[config.mk]
export PLATFORM = sky130hd
export DESIGN_NAME = haptic_i2c_regs
export DESIGN_NICKNAME = d
export VERILOG_FILES = /design/src/rtl/haptic_i2c_pkg.sv /design/src/rtl/hi2c_linecond.sv /design/src/rtl/hi2c_engine.sv /design/src/rtl/hreg_bank.sv /design/src/rtl/haptic_i2c_regs.sv
export SDC_FILE = /design/constraint.sdc
export NUM_CORES = 1
export LEC_CHECK = 0
export ABC_AREA = 1
export BUFFER_PORTS_ARGS = -buffer_cell sky130_fd_sc_hd__buf_2
export CORE_AREA = 2 2 101 103
export CTS_CLUSTER_SIZE = 16
export DETAILED_ROUTE_END_ITERATION = 6
export DIE_AREA = 0 0 103 105
export MAX_ROUTING_LAYER = met4
export SLEW_MARGIN = 30
export SYNTH_ARGS = -nofsm -noshare
export SYNTH_HDL_FRONTEND = slang
export SYNTH_HIERARCHICAL = 1
export SYNTH_SLANG_ARGS = --single-unit
[constraint.sdc]
create_clock -name clk -period 2.5 [get_ports clk]
set_input_delay 0.75 -clock clk [delete_from_list [all_inputs] [get_ports clk]]
set_output_delay 0.75 -clock clk [all_outputs]
set_load 0.03 [all_outputs]
[src/rtl/haptic_i2c_pkg.sv]
package haptic_i2c_pkg;
   localparam int NUM_REGS = 6;
   localparam int IDX_W    = 8;
   localparam int TEMP_BIT = 3;
   // index 0 sits in the low byte
   localparam logic [NUM_REGS-1:0][7:0] REG_RESET = {8'h1A, 8'h00, 8'h85, 8'h0A, 8'h00, 8'h01};
   localparam logic [NUM_REGS-1:0][7:0] REG_WMASK = {8'h1F, 8'h1F, 8'hFF, 8'hFF, 8'h0F, 8'h17};

   typedef enum logic [3:0] {
      ST_IDLE, ST_ADDR, ST_AACK, ST_IDX, ST_IACK,
      ST_DRX, ST_DACK, ST_DTX, ST_MACK, ST_SKIP
   } tgt_state_t;
endpackage

[src/rtl/hi2c_linecond.sv]
module hi2c_linecond #(
   parameter int IN_STAGES = 0
) (
   input  logic clk,
   input  logic rst_n,
   input  logic scl_i,
   input  logic sda_i,
   output logic sda_s,
   output logic scl_rise,
   output logic scl_fall,
   output logic start_det,
   output logic stop_det
);
   logic scl_c, sda_c, scl_q, sda_q;

   generate
      if (IN_STAGES == 0) begin : g_direct
         assign scl_c = scl_i;
         assign sda_c = sda_i;
      end else begin : g_sync
         logic [IN_STAGES-1:0] scl_p, sda_p;
         always_ff @(posedge clk or negedge rst_n) begin
            if (!rst_n) begin
               scl_p <= '1;
               sda_p <= '1;
            end else begin
               scl_p[0] <= scl_i;
               sda_p[0] <= sda_i;
               for (int k = 1; k < IN_STAGES; k++) begin
                  scl_p[k] <= scl_p[k-1];
                  sda_p[k] <= sda_p[k-1];
               end
            end
         end
         assign scl_c = scl_p[IN_STAGES-1];
         assign sda_c = sda_p[IN_STAGES-1];
      end
   endgenerate

   always_ff @(posedge clk or negedge rst_n) begin
      if (!rst_n) begin
         scl_q <= 1'b1;
         sda_q <= 1'b1;
      end else begin
         scl_q <= scl_c;
         sda_q <= sda_c;
      end
   end

   assign sda_s     = sda_c;
   assign scl_rise  = scl_c & ~scl_q;
   assign scl_fall  = ~scl_c & scl_q;
   assign start_det = scl_c & scl_q & sda_q & ~sda_c;
   assign stop_det  = scl_c & scl_q & ~sda_q & sda_c;
endmodule

[src/rtl/hi2c_engine.sv]
module hi2c_engine
   import haptic_i2c_pkg::*;
#(
   parameter logic [6:0] DEV_ADDR = 7'b1100110
) (
   input  logic             clk,
   input  logic             rst_n,
   input  logic             sda_s,
   input  logic             scl_rise,
   input  logic             scl_fall,
   input  logic             start_det,
   input  logic             stop_det,
   input  logic [7:0]       rd_data,
   output logic [IDX_W-1:0] rd_idx,
   output logic             wr_en,
   output logic [7:0]       wr_data,
   output logic             sda_oe
);
   tgt_state_t       st_q;
   logic [3:0]       cnt_q;
   logic [7:0]       sr_q;
   logic [IDX_W-1:0] idx_q;
   logic             rw_q, oe_q, wr_q;
   logic [7:0]       wd_q;

   always_ff @(posedge clk or negedge rst_n) begin
      if (!rst_n) begin
         st_q  <= ST_IDLE;
         cnt_q <= '0;
         sr_q  <= '0;
         idx_q <= '0;
         rw_q  <= 1'b0;
         oe_q  <= 1'b0;
         wr_q  <= 1'b0;
         wd_q  <= '0;
      end else begin
         wr_q <= 1'b0;
         if (stop_det) begin
            st_q <= ST_IDLE;
            oe_q <= 1'b0;
         end else if (start_det) begin
            st_q  <= ST_ADDR;
            cnt_q <= '0;
            oe_q  <= 1'b0;
         end else begin
            case (st_q)
               ST_ADDR, ST_IDX, ST_DRX: begin
                  if (scl_rise) begin
                     sr_q  <= {sr_q[6:0], sda_s};
                     cnt_q <= cnt_q + 4'd1;
                  end else if (scl_fall && cnt_q == 4'd8) begin
                     if (st_q == ST_ADDR) begin
                        if (sr_q[7:1] == DEV_ADDR) begin
                           st_q <= ST_AACK;
                           oe_q <= 1'b1;
                           rw_q <= sr_q[0];
                        end else begin
                           st_q <= ST_SKIP;
                        end
                     end else if (st_q == ST_IDX) begin
                        st_q  <= ST_IACK;
                        oe_q  <= 1'b1;
                        idx_q <= sr_q;
                     end else begin
                        st_q <= ST_DACK;
                        oe_q <= 1'b1;
                        wr_q <= 1'b1;
                        wd_q <= sr_q;
                     end
                  end
               end
               ST_AACK: begin
                  if (scl_fall) begin
                     cnt_q <= '0;
                     if (rw_q) begin
                        st_q <= ST_DTX;
                        sr_q <= rd_data;
                        oe_q <= ~rd_data[7];
                     end else begin
                        st_q <= ST_IDX;
                        oe_q <= 1'b0;
                     end
                  end
               end
               ST_IACK: begin
                  if (scl_fall) begin
                     st_q  <= ST_DRX;
                     cnt_q <= '0;
                     oe_q  <= 1'b0;
                  end
               end
               ST_DACK: begin
                  if (scl_fall) begin
                     st_q <= ST_SKIP;
                     oe_q <= 1'b0;
                  end
               end
               ST_DTX: begin
                  if (scl_rise) begin
                     cnt_q <= cnt_q + 4'd1;
                  end else if (scl_fall && cnt_q == 4'd8) begin
                     st_q <= ST_MACK;
                     oe_q <= 1'b0;
                  end else if (scl_fall && cnt_q != 4'd0) begin
                     sr_q <= {sr_q[6:0], 1'b0};
                     oe_q <= ~sr_q[6];
                  end
               end
               ST_MACK: begin
                  if (scl_fall) st_q <= ST_SKIP;
               end
               default: ;
            endcase
         end
      end
   end

   assign rd_idx  = idx_q;
   assign wr_en   = wr_q;
   assign wr_data = wd_q;
   assign sda_oe  = oe_q;


   stop_release_chk: assert property (@(posedge clk) disable iff (!rst_n)
      stop_det |=> !sda_oe);

   skip_quiet_chk: assert property (@(posedge clk) disable iff (!rst_n)
      (st_q == ST_SKIP) |-> !sda_oe);

   own_addr_ack_chk: assert property (@(posedge clk) disable iff (!rst_n)
      (st_q == ST_ADDR && scl_fall && cnt_q == 4'd8 && !stop_det && !start_det)
      |=> (sda_oe == ($past(sr_q[7:1]) == DEV_ADDR)));

   single_write_chk: assert property (@(posedge clk) disable iff (!rst_n)
      wr_en |=> !wr_en);

   tx_release_chk: assert property (@(posedge clk) disable iff (!rst_n)
      (st_q == ST_MACK) |-> !sda_oe);
endmodule

[src/rtl/hreg_bank.sv]
module hreg_bank
   import haptic_i2c_pkg::*;
(
   input  logic                     clk,
   input  logic                     rst_n,
   input  logic                     wr_en,
   input  logic [IDX_W-1:0]         wr_idx,
   input  logic [7:0]               wr_data,
   input  logic [IDX_W-1:0]         rd_idx,
   input  logic                     overtemp_i,
   output logic [7:0]               rd_data,
   output logic [NUM_REGS-1:0][7:0] regs_o
);
   localparam int SEL_W = $clog2(NUM_REGS);

   logic [NUM_REGS-1:0][7:0] regs_w;
   logic                     temp_q;

   generate
      if (NUM_REGS > (1 << IDX_W)) begin : g_bad_map
         $error("register count exceeds index range");
      end
      for (genvar g = 0; g < NUM_REGS; g++) begin : g_reg
         logic [7:0] q;
         always_ff @(posedge clk or negedge rst_n) begin
            if (!rst_n)
               q <= REG_RESET[g] & REG_WMASK[g];
            else if (wr_en && wr_idx == IDX_W'(g))
               q <= wr_data & REG_WMASK[g];
         end
         assign regs_w[g] = q;
      end
   endgenerate

   always_ff @(posedge clk or negedge rst_n) begin
      if (!rst_n)
         temp_q <= 1'b0;
      else if (overtemp_i)
         temp_q <= 1'b1;
   end

   always_comb begin
      regs_o = regs_w;
      regs_o[0][TEMP_BIT] = temp_q;
      if (rd_idx < IDX_W'(NUM_REGS))
         rd_data = regs_o[rd_idx[SEL_W-1:0]];
      else
         rd_data = 8'h00;
   end


   temp_sticky_chk: assert property (@(posedge clk) disable iff (!rst_n)
      temp_q |=> temp_q);

   temp_set_chk: assert property (@(posedge clk) disable iff (!rst_n)
      overtemp_i |=> regs_o[0][TEMP_BIT]);

   oob_write_chk: assert property (@(posedge clk) disable iff (!rst_n)
      (wr_en && wr_idx >= IDX_W'(NUM_REGS)) |=> $stable(regs_w));
endmodule

[src/rtl/haptic_i2c_regs.sv]
module haptic_i2c_regs
   import haptic_i2c_pkg::*;
#(
   parameter logic [6:0] DEV_ADDR  = 7'b1100110,
   parameter int         IN_STAGES = 0
) (
   input  logic       clk,
   input  logic       rst_n,
   input  logic       scl_i,
   input  logic       sda_i,
   output logic       sda_oe,
   input  logic       overtemp_i,
   output logic       drv_enable,
   output logic       sw_trigger,
   output logic       sw_vibrate,
   output logic       overtemp_flag,
   output logic       seq_repeat,
   output logic       clk_ext_sel,
   output logic [2:0] clk_div_en,
   output logic [3:0] t_forward,
   output logic [3:0] t_coast,
   output logic [3:0] t_reverse,
   output logic [3:0] t_recover,
   output logic [4:0] ldo_haptic,
   output logic [4:0] ldo_vibe
);
   generate
      if (DEV_ADDR[6:3] == 4'b0000 || DEV_ADDR[6:3] == 4'b1111) begin : g_bad_addr
         $error("device address falls in a reserved range");
      end
      if (IN_STAGES < 0 || IN_STAGES > 4) begin : g_bad_sync
         $error("IN_STAGES must be 0 to 4");
      end
   endgenerate

   logic                     sda_s, scl_rise, scl_fall, start_det, stop_det;
   logic [7:0]               rd_data, wr_data;
   logic [IDX_W-1:0]         idx;
   logic                     wr_en;
   logic [NUM_REGS-1:0][7:0] regs;

   hi2c_linecond #(.IN_STAGES(IN_STAGES)) u_cond (
      .clk(clk), .rst_n(rst_n), .scl_i(scl_i), .sda_i(sda_i),
      .sda_s(sda_s), .scl_rise(scl_rise), .scl_fall(scl_fall),
      .start_det(start_det), .stop_det(stop_det)
   );

   hi2c_engine #(.DEV_ADDR(DEV_ADDR)) u_eng (
      .clk(clk), .rst_n(rst_n), .sda_s(sda_s), .scl_rise(scl_rise),
      .scl_fall(scl_fall), .start_det(start_det), .stop_det(stop_det),
      .rd_data(rd_data), .rd_idx(idx), .wr_en(wr_en), .wr_data(wr_data),
      .sda_oe(sda_oe)
   );

   hreg_bank u_bank (
      .clk(clk), .rst_n(rst_n), .wr_en(wr_en), .wr_idx(idx),
      .wr_data(wr_data), .rd_idx(idx), .overtemp_i(overtemp_i),
      .rd_data(rd_data), .regs_o(regs)
   );

   assign drv_enable    = regs[0][0];
   assign sw_trigger    = regs[0][1];
   assign sw_vibrate    = regs[0][2];
   assign overtemp_flag = regs[0][TEMP_BIT];
   assign seq_repeat    = regs[0][4];
   assign clk_ext_sel   = regs[1][0];
   assign clk_div_en    = regs[1][3:1];
   assign t_forward     = regs[2][3:0];
   assign t_coast       = regs[2][7:4];
   assign t_reverse     = regs[3][3:0];
   assign t_recover     = regs[3][7:4];
   assign ldo_haptic    = regs[4][4:0];
   assign ldo_vibe      = regs[5][4:0];


   reset_quiet_chk: assert property (@(posedge clk)
      !rst_n |-> !sda_oe);
endmodule

Word-level counts from Yosys, hierarchy flattened

Index checks and enable logic that the tools add are counted.

Bits in registers: 72
Input bits: 5
Logic and storage cells: 145

Add/sub/neg operators: 1
Order comparisons: 2
Eq/ne operators: 33
Multiplexer cells: 48
Bitwise logic cells: 18
Reductions and logical operators: 26

Operator list:

| cell                 | count |
|---|---|
| $mux W8              | 8 |
| $mux W4              | 14 |
| $bmux W8 S3          | 1 |
| $pmux W8 S3          | 1 |
| $reduce_and A7 Y1    | 3 |
| $pmux W4 S5          | 1 |
| $mux W1              | 19 |
| $eq A4 B3 Y1 const B | 4 |
| $eq A8 B2 Y1 const B | 2 |
| $eq A8 B3 Y1 const B | 2 |
| $ne A4 B3 Y1 const B | 4 |
| $reduce_and A8 Y1    | 2 |
| $not A1 Y1           | 11 |
| $reduce_and A9 Y1    | 1 |
| $eq A4 B2 Y1 const B | 2 |
| $eq A4 B4 Y1 const B | 2 |
| $eq A8 B1 Y1 const B | 1 |
| $logic_and A1 B1 Y1  | 8 |
| $logic_not A8 Y1     | 1 |
| $lt A8 B3 Y1 const B | 1 |
| $ne A4 B1 Y1 const B | 2 |
| $ne A4 B4 Y1 const B | 2 |
| $pmux W4 S2          | 1 |
| $and A1 B1 Y1        | 7 |
| other kinds (20)     | 28 |

Depth between registers and ports, before layout

Gate-level depths: netlist of run 1.

Depth in word-level cells: 9
Depth in mapped cells: 13
Depth with buffers taken out: 12

Modules after synthesis

Netlist of run 1, hierarchy kept.

Modules (own cells, without submodules):

| module        | times used | cells an instance | area each (um^2) | seq. area each (um^2) |
|---|---|---|---|---|
| hreg_bank     | 1          | 265               | 2021.9           | 887.1 |
| hi2c_engine   | 1          | 256               | 1948.1           | 875.8 |
| hi2c_linecond | 1          | 14                | 101.3            | 52.6 |

Least setup slack after synthesis of run 1

OpenSTA, ideal clock, no wires.

Path type: input to register
Start point: in scl_i
End point: reg u_eng.st_q[1]
Setup time: 0.129 ns
Arrival: 1.759 ns
Setup slack: 0.612 ns
Stages on the path: 8
Path through: nand2_1 > nor2_1 > nor2_1 > clkbuf_1 > nand2_1 > nand3b_1 > nand3_1 > o21ai_0

Cells in the longest elaborated chain, start to end: 5
Elaborated cells between the ends (all ways): 20
Those cells by class: 7 x eq/ne; 2 x mux; 8 x bitwise; 3 x reduce/logical

RTL lines:

| item                                           | line                  | text |
|---|---|---|
| start, declared                                | haptic_i2c_regs.sv:9  | `input logic scl_i,` |
| $and A1 B1 Y1 * (3 in series)                  | hi2c_linecond.sv:54   | `assign stop_det = scl_c & scl_q & ~sda_q & sda_c;` |
| net stop_det                                   | haptic_i2c_regs.sv:36 | `logic sda_s, scl_rise, scl_fall, start_det, stop_det;` |
| $ne A4 B3 Y1 (no line) (tied with other cells) | --                    |  |
| $reduce_and A8 Y1 (no line)                    | --                    |  |
| end signal, assigned                           | hi2c_engine.sv:28     | `st_q <= ST_IDLE;` |
| end signal, assigned                           | hi2c_engine.sv:39     | `st_q <= ST_IDLE;` |
| end signal, assigned                           | hi2c_engine.sv:42     | `st_q <= ST_ADDR;` |
| end, declared                                  | hi2c_engine.sv:19     | `tgt_state_t st_q;` |

The timed path passes the listed nets; every way through them passes the cells marked *.
A chain may end at the register's enable or synchronous reset.

Worst setup path after layout of run 1

Start point: in scl_i
End point: reg u_eng.sr_q[3]

Cells in the longest elaborated chain, start to end: 5
Elaborated cells between the ends (all ways): 18
Those cells by class: 5 x eq/ne; 10 x bitwise; 3 x reduce/logical

RTL lines:

| item                        | line                  | text |
|---|---|---|
| $and A1 B1 Y1 (3 in series) | hi2c_linecond.sv:54   |  |
| net stop_det                | haptic_i2c_regs.sv:36 |  |
| $not A1 Y1 (no line)        | --                    |  |
| $reduce_and A9 Y1 (no line) | --                    |  |
| end signal, assigned        | hi2c_engine.sv:49     | `sr_q <= {sr_q[6:0], sda_s};` |
| end signal, assigned        | hi2c_engine.sv:77     | `sr_q <= rd_data;` |
| end signal, assigned        | hi2c_engine.sv:105    | `sr_q <= {sr_q[6:0], 1'b0};` |
| end, declared               | hi2c_engine.sv:21     | `logic [7:0] sr_q;` |

The timed path passes the listed nets, and every way through them passes these cells.

==> summary.txt, run 1 <==
Placed design
  – Placement-stage cell area: 0.00426 mm^2
  – Final estimated routing congestion in global placement: 0.906
  – Port bufs: 40
  – Placed cells: 684
  – Post-DP HPWL: 7000 um

Cells and area
  – Layout cell share with drive strength beyond 1: 0.205
  – Most common cell after layout, fill and taps aside: nand2_1
  – Most frequent cells in the layout: 214 x nand2_1, 61 x dfrtp_1, 46 x nand3_1
  – Area of the multi-input gates: 0.00188 mm^2
  – Finished Cell Area: 0.00447 mm^2
  – # fillers: 982
  – Area Overhead vs Synth: 12.7%
  – # diodes: 0
  – Number of nets in the layout: 569
  – Finished Layout Cells: 700
  – Sequential Area: 0.00182 mm^2

Timing
  – Fin Clk Skew: 0.0116 ns
  – Setup TNS: 0 ns
  – Rel. slew slack: 0.617
  – Endpoints failing setup: 0
  – Period minus WS final: 1.90 ns
  – Worst-Margin Slew: 0.574 ns
  – FMAX: 526 MHz
  – RSZ-0062 raised after global routing: false
  – Final-report max-slew violation count: 0
  – Final Hold Viols: 0
  – Final worst path period share: 0.760

Clock network
  – TritonCTS clock tree: yes
  – Post-CTS Hold Buffers: 0
  – CTS resizes: 0
  – CTS Buffer Depth: 2
  – CTS Buf Count: 9
  – Setup Buffers After CTS: 0
  – H-tree Lvls: 3
  – CTS root buf: clkbuf_8
  – Clock transition at the registers of the reported paths: 0.08 ns
  – Clock Sinks: 72
  – Clock latency on the worst-skew pair: 0.35 ns

Worst setup path
  – Crit path capture type: flop
  – CP Max Fanout: 15
  – Worst R2R Path Depth: 8
  – CP required: 2.73 ns
  – Crit path largest cell delay: 0.31 ns
  – Cell breakdown of the critical path: buf_2 -> nand2_1 -> nor2_1 -> nor2_1 -> o21ai_0 -> a21oi_2 -> nand2_2 -> nand2_1 -> o21ai_2
  – Data arrival, critical path: 2.13 ns
  – Critical Path Source: scl_i
  – Crit path launch type: primary input
  – Reg-to-reg slack, setup: 0.61 ns
  – Critical path's slowest cell: nor2_1
  – R2r startpoint: u_eng/rd_idx[0]
  – Reg2reg end: u_eng/sr_q[0]
  – Crit Path Class: primary input to flop

Detailed routing
  – Via count: 3,434
  – DRT Pass-1 Iters: 4
  – WL final: 9540 um
  – DR WL/cell: 13.6 um
  – Avg Vias per Cell: 4.91
  – Remaining antenna violation count: 0
  – Starting DRT DRC Count: 172
  – Number of remaining DRC errors: 0

Floorplanning
  – Die X: 103 um
  – Chip Height: 105 um
  – Core Area: 0.00964 mm^2
  – Starting Density: 0.412
  – Die ar.: 0.0108 mm^2
  – # IOs: 41
  – Rows: 36

Synthesis
  – Netlist Area Pre-Place: 0.00397 mm^2
  – Cell count after synthesis: 521
  – Mapped Nets: 528
  – Syn_area_per_cell: 7.62 um^2
  – Syn. warnings: 6

Power
  – Worst VDD drop: 0.000452 V
  – Static power due to leakage: 2.32 nW
  – Power Density: 802 mW/mm^2

Global route
  – Largest net degree at the start of global routing: 73
  – Total track usage: 0.191
  – Initial antenna violation count: 0
  – First-pass GRT wire length: 15,800 um
  – Vias in the first global route: 3,266
  – GR Overflow Total: 0

Min path
  – Hold crit path type: primary input to asynchronous set/reset pin

Run status
  – Status: completed

Job
  – Maxcap violations: 0
==> through the flow <==
step / power [mW] / util / worst slack (ns) / hold WS (ns)
2_1_floorplan: 2.36 / - / 0.612 / 0.449
4_1_cts: 3.62 / 0.464 / 0.618 / 0.420
3_5_place_dp: 2.64 / 0.442 / 0.271 / 0.466
3_3_place_gp: 2.63 / 0.442 / 0.320 / 0.464
6_report: 3.59 / 0.464 / 0.600 / 0.407
5_1_grt: 3.85 / 0.464 / 0.365 / 0.432
==> routing by layer <==
metal / global-route usage / wire length (um) / part of all wire
met5: - / 0 / 0
met4: 0.0780 / 265 / 0.028
met3: 0.0361 / 409 / 0.043
met2: 0.303 / 4550 / 0.48
met1: 0.236 / 4310 / 0.45
==> registers in the layout, summed over array words and instances, names as in the netlist <==
register / cells
u_eng/st_q: 4
u_eng/sda_oe: 1
u_eng/cnt_q: 4
u_cond/sda_q: 1
u_eng/sr_q: 8
u_eng/rd_idx: 8
u_eng/wr_data: 8
u_eng/wr_en: 1
u_bank/g.q: 34
u_eng/rw_q: 1
u_cond/scl_q: 1
u_bank/temp_q: 1
==> worst max path at each step <==
| stage | to | cells past startpoint | slack (ns) |
|---|---|---|---|
| after floorplan | u_eng/st_q[1] | 8 | 0.61 |
| after global placement | u_eng/sr_q[2] | 9 | 0.32 |
| after detailed placement | u_eng/sr_q[3] | 9 | 0.27 |
| after CTS | u_eng/sr_q[3] | 9 | 0.62 |
| after global routing | u_eng/sr_q[7] | 9 | 0.36 |
| final | u_eng/sr_q[3] | 9 | 0.60 |
==> worst max-delay path: cells and delay by family <==
family | cells | cell delay, ns
and+or+nand+nor | 5 | 0.82
AOI/OAI and AO/OA | 3 | 0.43
buffers and inverters | 1 | 0.12
==> layout make-up <==
type                            count  share of cell area
Clock buffer                       12              0.0347
Clock inverter                      4              0.0120
Inverter                           44              0.0375
Multi-Input combinational cell    392               0.420
Sequential cell                    72               0.406
Tap cell                          133              0.0372
Timing Repair Buffer               43              0.0526
==> report_power, final <==
part           total, mW  switching [mW]  internal (mW)  leakage (nW)
logic               1.21           0.842          0.370          1.28
clock network      0.968           0.450          0.518        0.0988
registers           1.41           0.120           1.29         0.944
No activity file was read; power rests on OpenSTA's default activity.
==> run 2, diff against run 1 <==
clock period = 1.7 ns   (was 2.5 ns; I/O delays follow)
==> run 2 against run 1 <==
The flow now finishes with violations (setup timing). Global-route usage grew 0.98 points. Via count grew 6.6%. Cell area grew 10%. Highest routed layer unchanged.
==> summary.txt, run 2 (synthesized netlist as in run 1, its figures left out) <==
Worst setup path
  – Crit path capture type: flop
  – Data arrival, critical path: 1.97 ns
  – CP required: 1.93 ns
  – Crit path launch type: flop
  – R2r startpoint: u_cond/scl_q
  – CP Max Fanout: 6
  – Crit Path Class: flop to flop
  – Critical Path Source: u_cond/scl_q

Cells and area
  – Largest register FFs: 34
  – Finished Layout Cells: 741
  – Most flops, register: u_bank/g.q
  – Number of nets in the layout: 610
  – Finished Cell Area: 0.00493 mm^2
  – Most frequent cells in the layout: 201 x nand2_1, 60 x dfrtp_1, 44 x nand3_1
  – Layout cell share with drive strength beyond 1: 0.317
  – # fillers: 994
  – Area Overhead vs Synth: 24.2%
  – # diodes: 0
  – Most common cell after layout, fill and taps aside: nand2_1

Power
  – Reg power frac: 0.365
  – Sw frac: 0.423
  – Static power due to leakage: 2.53 nW
  – Psw: 2.39 mW
  – Power Density: 1150 mW/mm^2
  – Worst VDD drop: 0.00105 V
  – Clock power share: 0.213
  – Total power: 5.65 mW
  – Comb power frac: 0.421
  – Int Pwr: 3.26 mW

Placed design
  – Post-DP HPWL: 7350 um
  – Placement-stage cell area: 0.00452 mm^2
  – Pre-CTS WS: -0.183 ns
  – Port bufs: 40
  – Final estimated routing congestion in global placement: 0.882
  – Placed cells: 717

Timing
  – Worst setup margin: -0.0426 ns
  – Worst-Margin Slew: 0.434 ns
  – Period minus WS final: 1.74 ns
  – Rel. slew slack: 0.711
  – Endpoints failing setup: 14
  – Setup TNS: -0.224 ns
  – Final worst path period share: 1.03
  – Fin Clk Skew: 0.00904 ns
  – Final-report max-slew violation count: 0
  – FMAX: 574 MHz
  – RSZ-0062 raised after global routing: true
  – Final Hold Viols: 0

Global route
  – Vias in the first global route: 3,428
  – Total track usage: 0.201
  – GR Overflow Total: 0
  – Initial antenna violation count: 0
  – Largest net degree at the start of global routing: 49
  – First-pass GRT wire length: 16,400 um

Floorplanning
  – Die ar.: 0.0108 mm^2
  – # IOs: 41
  – Starting Density: 0.412
  – Rows: 36
  – Chip Height: 105 um
  – Die X: 103 um
  – Core Area: 0.00964 mm^2

Clock network
  – H-tree Lvls: 3
  – Clock transition at the registers of the reported paths: 0.08 ns
  – Post-CTS Hold Buffers: 0
  – TritonCTS clock tree: yes
  – Clock latency on the worst-skew pair: 0.35 ns
  – CTS Buffer Depth: 2
  – CTS Buf Count: 9
  – CTS root buf: clkbuf_8
  – Clock Sinks: 72

Detailed routing
  – DRT Pass-1 Iters: 5
  – Starting DRT DRC Count: 206
  – Avg Vias per Cell: 4.94
  – Remaining antenna violation count: 0
  – WL final: 10,400 um
  – DR WL/cell: 14.1 um
  – Via count: 3,662
  – Number of remaining DRC errors: 0

Run status
  – Failing checks: setup timing
  – Status: finished, violations left

Job
  – Maxcap violations: 0

Min path
  – Hold crit path type: primary input to asynchronous set/reset pin
[run 2: cell count changes in the layout (fill, tap and decap cells not counted), sizes merged]
cell	change
clkinv	+3
clkbuf	-3
buf	+37
bufinv	-1
inv	+1
o21ai	+2
nand2	+2
[run 2: layout make-up]
| class | count | area [um^2] | area share |
|---|---|---|---|
| clock inverters | 7 | 47.5 | 0.00964 |
| inverters | 44 | 168 | 0.0340 |
| multi-input cells | 396 | 2080 | 0.421 |
| repair buffers | 80 | 533 | 0.108 |
| flip-flops and latches | 72 | 1820 | 0.368 |
| well taps | 133 | 166 | 0.0337 |
| clock buffers | 9 | 124 | 0.0251 |
[run 2: critical path, cell delays in order, from the launching register on]
cell and delay [ns]:
dfstp_2 0.56, inv_2 0.04, nor2_2 0.10, buf_4 0.11
nand4_1 0.12, nor2_1 0.14, and2_4 0.27, o21ai_2 0.14
nand2_1 0.08, o21ai_1 0.07
[run 2: power by group through the flow]
stage	combinational, mW	sequential (mW)	clock [mW]
finish	2.38	2.06	1.20
global route	2.67	2.08	1.32
CTS	2.03	2.05	1.24
detailed placement	1.96	2.08	0
global placement	1.91	2.08	0
floorplan	1.40	2.07	0
[run 2: worst paths after layout]
kind                                         to  slack (ns)  cells after the start
hold / removal             u_bank/g_reg[2].q[0]        0.15                      2
min in group clk                   u_cond/sda_q        0.29                      1
setup / recovery               u_eng/wr_data[4]       -0.04                      9
max in group asynchronous  u_bank/g_reg[5].q[4]        1.23                      2
hold reg to reg            u_bank/g_reg[2].q[3]        0.48                      2
setup reg to reg               u_eng/wr_data[4]       -0.04                      9
[run 2: repair_timing]
action / in CTS / in global routing
pin swaps: 1 / 15
gates cloned: 1 / 3
setup endpoints to repair: 26 / 35
gates resized for setup: 7 / 50
hold endpoints to repair: 0 / 0
buffers inserted: 0 / 4
[run 2: stage by stage]
step | util | hold WS [ns]
final | 0.512 | 0.147
after global routing | 0.512 | 0.148
after CTS | 0.491 | 0.144
after detailed placement | 0.469 | 0.465
after global placement | 0.469 | 0.464
after floorplan | - | 0.214
[run 2: routing by layer]
metal,track usage,wire length (um),part of all wire
met1,0.243,4350,0.42
met2,0.334,5430,0.52
met3,0.0441,464,0.045
met4,0.0555,166,0.016
met5,-,0,0
